<file path="config.mk">
export PLATFORM = sky130hd
export DESIGN_NAME = dmaArmCtrl
export DESIGN_NICKNAME = d
export VERILOG_FILES = /design/src/rtl/dmaArmPkg.sv /design/src/rtl/dmaArmDecode.sv /design/src/rtl/dmaArmState.sv /design/src/rtl/dmaArmCtrl.sv
export SDC_FILE = /design/constraint.sdc
export NUM_CORES = 1
export LEC_CHECK = 0
export BUFFER_PORTS_ARGS = -buffer_cell sky130_fd_sc_hd__buf_2
export CORE_UTILIZATION = 34
export CTS_CLUSTER_DIAMETER = 30
export DETAILED_ROUTE_END_ITERATION = 10
export GPL_ROUTABILITY_DRIVEN = 0
export PLACE_DENSITY = 0.77
export SETUP_SLACK_MARGIN = 0.5
export SLEW_MARGIN = 20
export SYNTH_ARGS = -nofsm -noshare
export SYNTH_HDL_FRONTEND = slang
export SYNTH_SLANG_ARGS = --single-unit
</file>
<file path="constraint.sdc">
create_clock -name clk -period 0.9 [get_ports clk]
set_input_delay 0.18 -clock clk [delete_from_list [all_inputs] [get_ports clk]]
set_output_delay 0.18 -clock clk [all_outputs]
set_load 0.02 [all_outputs]
</file>
<file path="src/rtl/dmaArmPkg.sv">
package dmaArmPkg;
  parameter int NumCh = 5;
  parameter int RegW = 8;
  parameter int AbortBit = 7;

  typedef struct packed {
    logic             wrLoad;
    logic             wrAbort;
    logic [NumCh-1:0] wrMask;
    logic [NumCh-1:0] autoClr;
    logic [NumCh-1:0] irqSet;
  } armStrobe_t;
endpackage

</file>
<file path="src/rtl/dmaArmDecode.sv">
module dmaArmDecode
  import dmaArmPkg::*;
(
  input  logic             regWrEn,
  input  logic [RegW-1:0]  regWrData,
  input  logic [NumCh-1:0] tcReached,
  input  logic [NumCh-1:0] repeatMode,
  input  logic [NumCh-1:0] irqMask,
  input  logic [NumCh-1:0] armCur,
  output armStrobe_t       strobe
);
  logic [NumCh-1:0] tcEvent;
  logic [RegW-1:0]  unusedWrBits;

  assign unusedWrBits = regWrData;
  assign tcEvent = tcReached & armCur;

  always_comb begin
    strobe.wrLoad  = regWrEn & ~regWrData[AbortBit];
    strobe.wrAbort = regWrEn &  regWrData[AbortBit];
    strobe.wrMask  = regWrData[NumCh-1:0];
    strobe.autoClr = tcEvent & ~repeatMode;
    strobe.irqSet  = tcEvent & irqMask;
  end
endmodule

</file>
<file path="src/rtl/dmaArmState.sv">
module dmaArmState
  import dmaArmPkg::*;
(
  input  logic             clk,
  input  logic             rstN,
  input  armStrobe_t       strobe,
  input  logic [NumCh-1:0] irqClr,
  output logic [NumCh-1:0] armCur,
  output logic [NumCh-1:0] abortCur,
  output logic [NumCh-1:0] irqCur
);
  for (genvar ch = 0; ch < NumCh; ch++) begin : g_ch
    logic armNext;
    logic irqNext;

    always_comb begin
      armNext = armCur[ch];
      if (strobe.wrLoad)
        armNext = strobe.wrMask[ch];
      else if (strobe.wrAbort && strobe.wrMask[ch])
        armNext = 1'b0;
      if (strobe.autoClr[ch])
        armNext = 1'b0;
      irqNext = (irqCur[ch] & ~irqClr[ch]) | strobe.irqSet[ch];
    end

    always_ff @(posedge clk or negedge rstN) begin
      if (!rstN) begin
        armCur[ch]   <= 1'b0;
        abortCur[ch] <= 1'b0;
        irqCur[ch]   <= 1'b0;
      end else begin
        armCur[ch]   <= armNext;
        abortCur[ch] <= strobe.wrAbort & strobe.wrMask[ch];
        irqCur[ch]   <= irqNext;
      end
    end
  end
endmodule

</file>
<file path="src/rtl/dmaArmCtrl.sv">
module dmaArmCtrl
  import dmaArmPkg::*;
(
  input  logic             clk,
  input  logic             rstN,
  input  logic             regWrEn,
  input  logic [RegW-1:0]  regWrData,
  output logic [RegW-1:0]  regRdData,
  input  logic [NumCh-1:0] xferReq,
  output logic [NumCh-1:0] xferEn,
  input  logic [NumCh-1:0] tcReached,
  input  logic [NumCh-1:0] repeatMode,
  input  logic [NumCh-1:0] irqMask,
  input  logic [NumCh-1:0] irqClr,
  output logic [NumCh-1:0] armState,
  output logic [NumCh-1:0] abortPulse,
  output logic [NumCh-1:0] irqFlag
);
  localparam int PadW = RegW - NumCh;

  armStrobe_t strobe;

  dmaArmDecode u_decode (
    .regWrEn   (regWrEn),
    .regWrData (regWrData),
    .tcReached (tcReached),
    .repeatMode(repeatMode),
    .irqMask   (irqMask),
    .armCur    (armState),
    .strobe    (strobe)
  );

  dmaArmState u_state (
    .clk     (clk),
    .rstN    (rstN),
    .strobe  (strobe),
    .irqClr  (irqClr),
    .armCur  (armState),
    .abortCur(abortPulse),
    .irqCur  (irqFlag)
  );

  assign regRdData = {{PadW{1'b0}}, armState};
  assign xferEn    = xferReq & armState;
endmodule

</file>
## Yosys cells after proc, flatten, opt, wreduce, memory -nomap -nowiden

Cells that the tools add are included.

- Bits in latches: 0
- RAM bits: 0
- Bits of input ports: 36
- Memories: 0
- Bits in read-only memories: 0
- Logic and storage cells: 68
- Register bits after elaboration: 15
- Output and inout bits: 28

- Shifts and indexed selects: 0
- Reduce and logical (&&, ||, !) cells: 10
- Magnitude comparators: 0
- Equal/unequal tests: 0
- Bitwise operators: 28
- Multiplexer cells: 15
- $mul: 0
- Divide/modulo/power cells: 0
- Add/sub/neg operators: 0

Operators with widths:

| kind | number |
|---|---|
| 5-bit AND | 4 |
| 1-bit two-way mux | 15 |
| 3-bit nonzero test | 5 |
| 1-bit AND | 12 |
| 1-bit inverter | 6 |
| 1-bit logical AND | 5 |
| 5-bit inverter | 1 |
| 1-bit bitwise OR | 5 |

## Depth between registers and ports, before layout

Gate-level depths: netlist of run 1.

- Depth in word-level cells: 5
- Depth in mapped cells: 3
- Depth with buffers taken out: 3

## By module

A second synthesis of run 1 with hierarchy kept.

- Cells, all modules: 77
- Area, all modules: 792.0 um^2

By module, submodules not included:

| module | instances | area each (um^2) | cells each | sequential area each (um^2) |
|---|---|---|---|---|
| dmaArmState | 1 | 571.8 | 46 | 375.4 |
| dmaArmDecode | 1 | 125.1 | 17 | 0.0 |
| dmaArmCtrl | 1 | 95.1 | 14 | 0.0 |

## Least setup slack after synthesis of run 1

OpenSTA, ideal clock, no wires.

- Kind: flip-flop to flip-flop
- From: register u_state.armCur[0]
- To: register u_state.armCur[0]
- Cell stages (with the launch flop): 3
- Setup time: 122 ps
- Data required time: 778 ps
- Buffers on the path: 0
- Period minus slack after synthesis: 1141 ps
- Arrival time: 1019 ps
- Path slack: -241 ps
- Cell sequence: dfrtp_1 mux2_4 a32o_1

- Longest elaborated chain between the ends: 3
- Elaborated cells between the ends (all ways): 4
- Those cells by class: mux (1); bitwise (2); reduce/logical (1)

Ends and longest elaborated chain:

| element | RTL line | RTL |
|---|---|---|
| start, declared | dmaArmState.sv:8 | `output logic [NumCh-1:0] armCur,` |
| start signal, assigned by index | dmaArmState.sv:33 | `armCur[ch] <= armNext;` |
| 5-bit AND * | dmaArmDecode.sv:16 | `assign tcEvent = tcReached & armCur;` |
| 5-bit AND * | dmaArmDecode.sv:22 | `strobe.autoClr = tcEvent & ~repeatMode;` |
| 3-bit nonzero test (no line) / 1-bit two-way mux (equally long branches) | -- |  |

Mark *: on every way between the ends. The rest lies on a longest branch, timed or not.
A chain may end at the register's enable or synchronous reset.

## Final worst setup path of run 1

- From: register u_state.armCur[3]
- To: output xferEn[3]

- Longest elaborated chain between the ends: 1

Ends and longest elaborated chain:

| element | RTL line | RTL |
|---|---|---|
| 5-bit AND | dmaArmCtrl.sv:44 | `assign xferEn = xferReq & armState;` |
| end, declared | dmaArmCtrl.sv:10 | `output logic [NumCh-1:0] xferEn,` |

Every way passes these cells.

==> metrics, run 1 <==
Placed Area=1140 um2; buffers added on ports=58; worst r2r path cells=3; Max stage delay cell, worst path=dfrtp_2; MaxCap Viol Count=0; CTS max path bufs=2; Final Cycle Share=131%; Crit. path cell count=2; routed len/inst=14.5 um; failing checks=hold timing, setup timing; top cell type's share of synthesized area=49.0%; #FFs+latches synth=15; largest family of logic cells by synthesized area=compound AO/OA/AOI/OAI gates; H-tree depth=1; CTS clk-pin slew, worst paths=0.09 ns; Core Util, Final=72.5%; Synth area leaders=dfrtp_1 49%, buf_4 7.8%, o21ai_1 6.5%; first-pass GRT wire length=3.51 mm; unrepaired setup endpoints after global routing=yes; Core Area=2040 um2; Area Growth Syn to Fin=93.3%; vias in the first global route=836; fmax=846 MHz; Final WS setup=-0.282 ns; CTS tree=built; critical-path cell list=and2_4 > buf_6; Critical Path Start Type=flip-flop; Final Net Count=186; Setup-failing EPs final=32; PD cells=1250 nW/um2; Die Wd=49.5 um; synthesized cell area=766 um2; Synth Area in Adders=0%; Crit Path Max Fanout=5; CP Buf/Inv Count=1; Distinct cells, synth=18; Worst EP arrival=1.00 ns; Die Footprint=2450 um2; dominant register cell in the synthesized netlist=dfrtp_1; CP top delay family=flip-flops; Inserted Clock Buffers=3; vias per cell=4.61; largest net degree at the start of global routing=16; sequential-to-total area share from yosys stat=49.0%; Final Hold Vio Count=15; post-synthesis xor/xnor area fraction=0%; Synth Area in Compound Gates=17.6%; CP endpoint kind=primary output; Post-synth EDFFs=0; commonest cells in the netlist=15 x dfrtp_1, 10 x o21ai_1, 8 x buf_4; Syn. warnings=0; FF-to-FF setup slack=-0.26 ns; Placed Cells incl. Taps=163; status=complete, but fails checks; Syn Inst Count=77; share of layout cells above drive strength 1=73.2%; peak supply drop=0.944 mV; Lkg Pwr=0.768 nW; skew final=0.00232 ns; Avg Inst Size Synth=9.94 um2; grt ovf=0; total track usage=19.0%; initial antenna violation count=0; top-count cell post-synth=dfrtp_1; Final ANT Viol Nets=0; total power=1.84 mW; mux contribution to synthesized area=1.96%; Die Y=49.5 um; total number of vias=812; Synth Area in Simple Gates=17.5%; min-delay worst type=input port to asynchronous set/reset pin; post-synthesis async set-or-reset flop share=100%; Rows=16; CP max stage delay=0.45 ns; Post-DP HPWL=1.48 mm; root buffer cell=clkbuf_4; DRC errors left=0; Pre-antenna DRT Iters=4; worst path required time=0.72 ns; diodes inserted=0; final instance area=1480 um2; Worst Hold Slack=-0.207 ns; initial DRC count=9; Clock Latency Late Sink=0.28 ns; total I/O pin count=64; final WL=2.55 mm; starting density of the core=37.5%; CP Class=flip-flop to primary output; Final min period=1.18 ns; Final Non-Filler Cells=176; cell taking the most area after synthesis=dfrtp_1; Slew Viols, Final=0; clock sinks=15
-- stage by stage --
stage / setup WS (ns) / setup TNS (ns)
floorplan: -0.174 / -0.563
global placement: -0.110 / -0.232
detailed placement: -0.131 / -0.330
CTS: -0.279 / -5.18
global route: -0.315 / -6.39
finish: -0.282 / -5.46
-- routing by layer --
layer  routed length, um  global-route usage (%)  up-vias  part of all wire (%)
met5                   0                       0        -                     0
met4                  10                    4.29        0                  0.39
met3                 163                    2.47        2                   6.4
met2                1510                    38.6       39                    59
met1                 865                    20.4      376                    34
li1                    -                       -      395                     -
-- final timing paths --
path,startpoint,end
hold / removal,rstN,u_state.armCur[0]
min in group clk,irqClr[1],u_state.irqCur[1]
hold reg to reg,u_state.irqCur[1],u_state.irqCur[1]
setup reg to reg,u_state.armCur[0],u_state.armCur[0]
setup / recovery,u_state.armCur[3],xferEn[3]
max in group asynchronous,rstN,u_state.irqCur[3]
-- registers in the layout (all words and copies together) (netlist names) --
signal / count
u_state.abortCur: 5
u_state.armCur: 5
u_state.irqCur: 5
-- what timing repair did --
| action | 4_1_cts | 5_1_grt |
|---|---|---|
| gates resized for setup | 57 | 17 |
| pin swaps | 0 | 2 |
| endpoints found under the hold margin | 15 | 15 |
| endpoints found under the setup margin | 39 | 35 |
| setup buffers | 5 | 4 |
-- cells in the final DEF (no fill, tap or decap), drive strengths merged --
master	Yosys	layout
a31o	4	4
a32o	1	1
and2	5	5
and3	5	5
buf	9	75
clkbuf	0	4
clkinv	4	2
conb	1	3
dfrtp	15	15
inv	6	8
mux2	1	1
nand2b	5	5
nand3	5	5
nor2b	2	2
o211a	4	4
o21ai	10	10
-- kinds of logic (layout without fill, tap and decap cells) --
logic type,Yosys count,after routing
buffers and inverters,19,89
AOI/OAI and AO/OA,19,19
and+or+nand+nor,22,22
muxes,1,1
DFF,15,15
other,1,3
-- where the power goes --
part | internal (mW) | switching, mW
registers | 0.724 | 0.0447
clock network | 0.172 | 0.217
logic | 0.381 | 0.307
-- worst reg2reg max path: cells and delay by family, from the launching register on --
family	cells	cell delay, ns
buffers and inverters	1	0.12
muxes	1	0.29
DFF	1	0.44
AOI/OAI and AO/OA	1	0.20
-- area by class of cell --
type                            count  area [um2]
Clock buffer                        4        26.3
Sequential cell                    15         388
Timing Repair Buffer               75         631
Tap cell                           27        33.8
Fill cell                         153         562
Multi-Input combinational cell     45         357
Inverter                           10        45.0
(Power assumes the default switching activity.)
==> run 2: changes to the inputs <==
Settings changed: PLACE_DENSITY 0.77 to 0.85.
==> run 2 against run 1 <==
  * The flow still finishes with violations (hold timing, setup timing)
  * Critical path depth is the same
  * Routed wire length increased by 20%
  * Sequential share of layout area down 1.5 points
  * Hold slack worse by 0.0011 ns
  * Critical path type unchanged
  * Critical endpoint is now xferEn[0]
  * Largest power group unchanged
==> metrics, run 2 (synthesis results as in run 1) <==
worst slack at placement=-0.137 ns (was -0.131 ns); largest registers=u_state.abortCur x5, u_state.armCur x5, u_state.irqCur x5 (unchanged); CP Class=flip-flop to primary output (unchanged); sequential share of power=40.4% (was 41.7%); worst path required time=0.72 ns (about the same); Die Footprint=2450 um2 (unchanged); Area Growth Syn to Fin=105% (was 93.3%); skew final=0.00556 ns (was 0.00232 ns); commonest non-fill, non-tap cell in the layout=buf_6 (unchanged); Core Area=2040 um2 (unchanged); min-delay worst type=input port to asynchronous set/reset pin (unchanged); Clk pwr share=20.2% (was 21.1%); power share of the combinational group=39.4% (was 37.3%); Clock Latency Late Sink=0.28 ns (about the same); fmax=838 MHz (was 846 MHz); Sequential Area=388 um2 (unchanged); final instance area=1570 um2 (was 1480 um2); Lkg Pwr=0.796 nW (was 0.768 nW); Pre-antenna DRT Iters=4 (unchanged); starting density of the core=37.5% (unchanged); switching share of power=31.8% (was 30.8%); Die Y=49.5 um (unchanged); initial DRC count=7 (was 9); PD cells=1210 nW/um2 (was 1250 nW/um2); Die Wd=49.5 um (unchanged); DRC errors left=0 (unchanged); total I/O pin count=64 (unchanged); CTS clk-pin slew, worst paths=0.10 ns (was 0.09 ns); Placed Area=1140 um2 (unchanged); diodes inserted=0 (unchanged); CTS tree=built (unchanged); unrepaired setup endpoints after global routing=yes (unchanged); Final Cycle Share=133% (was 131%); routed len/inst=17.0 um (was 14.5 um); Crit Path Max Fanout=4 (was 5); Worst Hold Slack=-0.208 ns (was -0.207 ns); critical-path cell list=and2_4 > buf_6 (unchanged); vias per cell=4.98 (was 4.61); Rows=16 (unchanged); Critical Path Start Type=flip-flop (unchanged); clock sinks=15 (unchanged); MaxCap Viol Count=0 (unchanged); most frequent cells in the layout=43 x buf_6, 31 x buf_2, 10 x dfrtp_2 (was 40 x buf_6, 33 x buf_2, 10 x dfrtp_2, 7 x o21ai_1); first-pass GRT wire length=4.00 mm (was 3.51 mm); Internal Power=1.30 mW (was 1.28 mW); Final Net Count=190 (was 186); buffers added on ports=58 (unchanged); Worst EP arrival=1.01 ns (was 1.00 ns); multi-input logic area=392 um2 (was 357 um2); initial antenna violation count=0 (unchanged); Final ANT Viol Nets=0 (unchanged); FILL cells=116 (was 153); H-tree depth=1 (unchanged); Sw Pwr=0.606 mW (was 0.568 mW); grt ovf=0 (unchanged); Inserted Clock Buffers=3 (unchanged); total power=1.91 mW (was 1.84 mW); Final WS setup=-0.293 ns (was -0.282 ns); Final Hold Vio Count=15 (unchanged); CP endpoint kind=primary output (unchanged); Post-DP HPWL=1.58 mm (was 1.48 mm); Slew Viols, Final=0 (unchanged); largest net degree at the start of global routing=16 (unchanged); total track usage=22.1% (was 19.0%); vias in the first global route=844 (was 836); share of layout cells above drive strength 1=78.4% (was 73.2%); CTS max path bufs=2 (unchanged); peak supply drop=0.835 mV (was 0.944 mV); Setup-failing EPs final=32 (unchanged); status=complete, but fails checks (unchanged); failing checks=hold timing, setup timing (unchanged); Max stage delay cell, worst path=dfrtp_2 (unchanged); root buffer cell=clkbuf_4 (unchanged); total number of vias=896 (was 812); final WL=3.05 mm (was 2.55 mm); Final min period=1.19 ns (was 1.18 ns); CP max stage delay=0.45 ns (about the same)
[run 2: repair_timing]
| item | CTS | global route |
|---|---|---|
| gates cloned | 0 | 1 |
| pin swaps | 0 | 1 |
| hold endpoints to repair | 15 | 15 |
| endpoints found under the setup margin | 40 | 38 |
| setup buffers | 6 | 6 |
| resized for setup | 62 | 27 |
[run 2: power by group through the flow]
stage	combinational (mW)	clock, mW	sequential [mW]
floorplan	0.212	0	0.838
global placement	0.443	0	0.770
detailed placement	0.457	0	0.773
CTS	0.626	0.402	0.765
global route	0.790	0.434	0.775
finish	0.751	0.385	0.771
[run 2: path summary, 6_finish.rpt]
kind	startpoint	depth (start not counted)	slack [ns]	endpoint
worst max-delay path	u_state.armCur[0]	2	-0.29	xferEn[0]
worst max register to register	u_state.armCur[0]	3	-0.28	u_state.armCur[0]
max in group asynchronous	rstN	1	0.83	u_state.irqCur[2]
worst min-delay path	rstN	1	-0.21	u_state.armCur[2]
worst min register to register	u_state.irqCur[1]	2	0.56	u_state.irqCur[1]
min in group clk	irqClr[4]	2	0.05	u_state.irqCur[4]
[run 2: metal layers]
layer | vias to the layer above | part of all wire, % | global-route usage (%)
li1 | 405 | - | -
met1 | 427 | 36 | 24.1
met2 | 54 | 52 | 41.6
met3 | 10 | 8.4 | 4.94
met4 | 0 | 3.4 | 7.14
met5 | - | 0 | 0
[run 2: cell type report]
type	count	area share [%]
Timing Repair Buffer	79	43.6
Multi-Input combinational cell	45	24.9
Sequential cell	15	24.7
Inverter	10	2.95
Tap cell	27	2.15
Clock buffer	3	1.43
Clock inverter	1	0.318
[run 2: worst max-delay path: cells and delay by family (launching register included)]
family / cells / cell delay (ns)
buf+inv: 1 / 0.13
flops: 1 / 0.45
simple gates: 1 / 0.16
[run 2: per-stage QoR]
stage	cells	utilization (%)	hold WS [ns]	TNS, ns
floorplan	79	-	-0.116	-0.563
global placement	163	55.9	0.0969	-0.237
detailed placement	163	55.9	0.106	-0.389
CTS	173	69.2	-0.208	-5.30
global route	180	77.0	-0.203	-6.54
finish	180	77.0	-0.208	-5.55
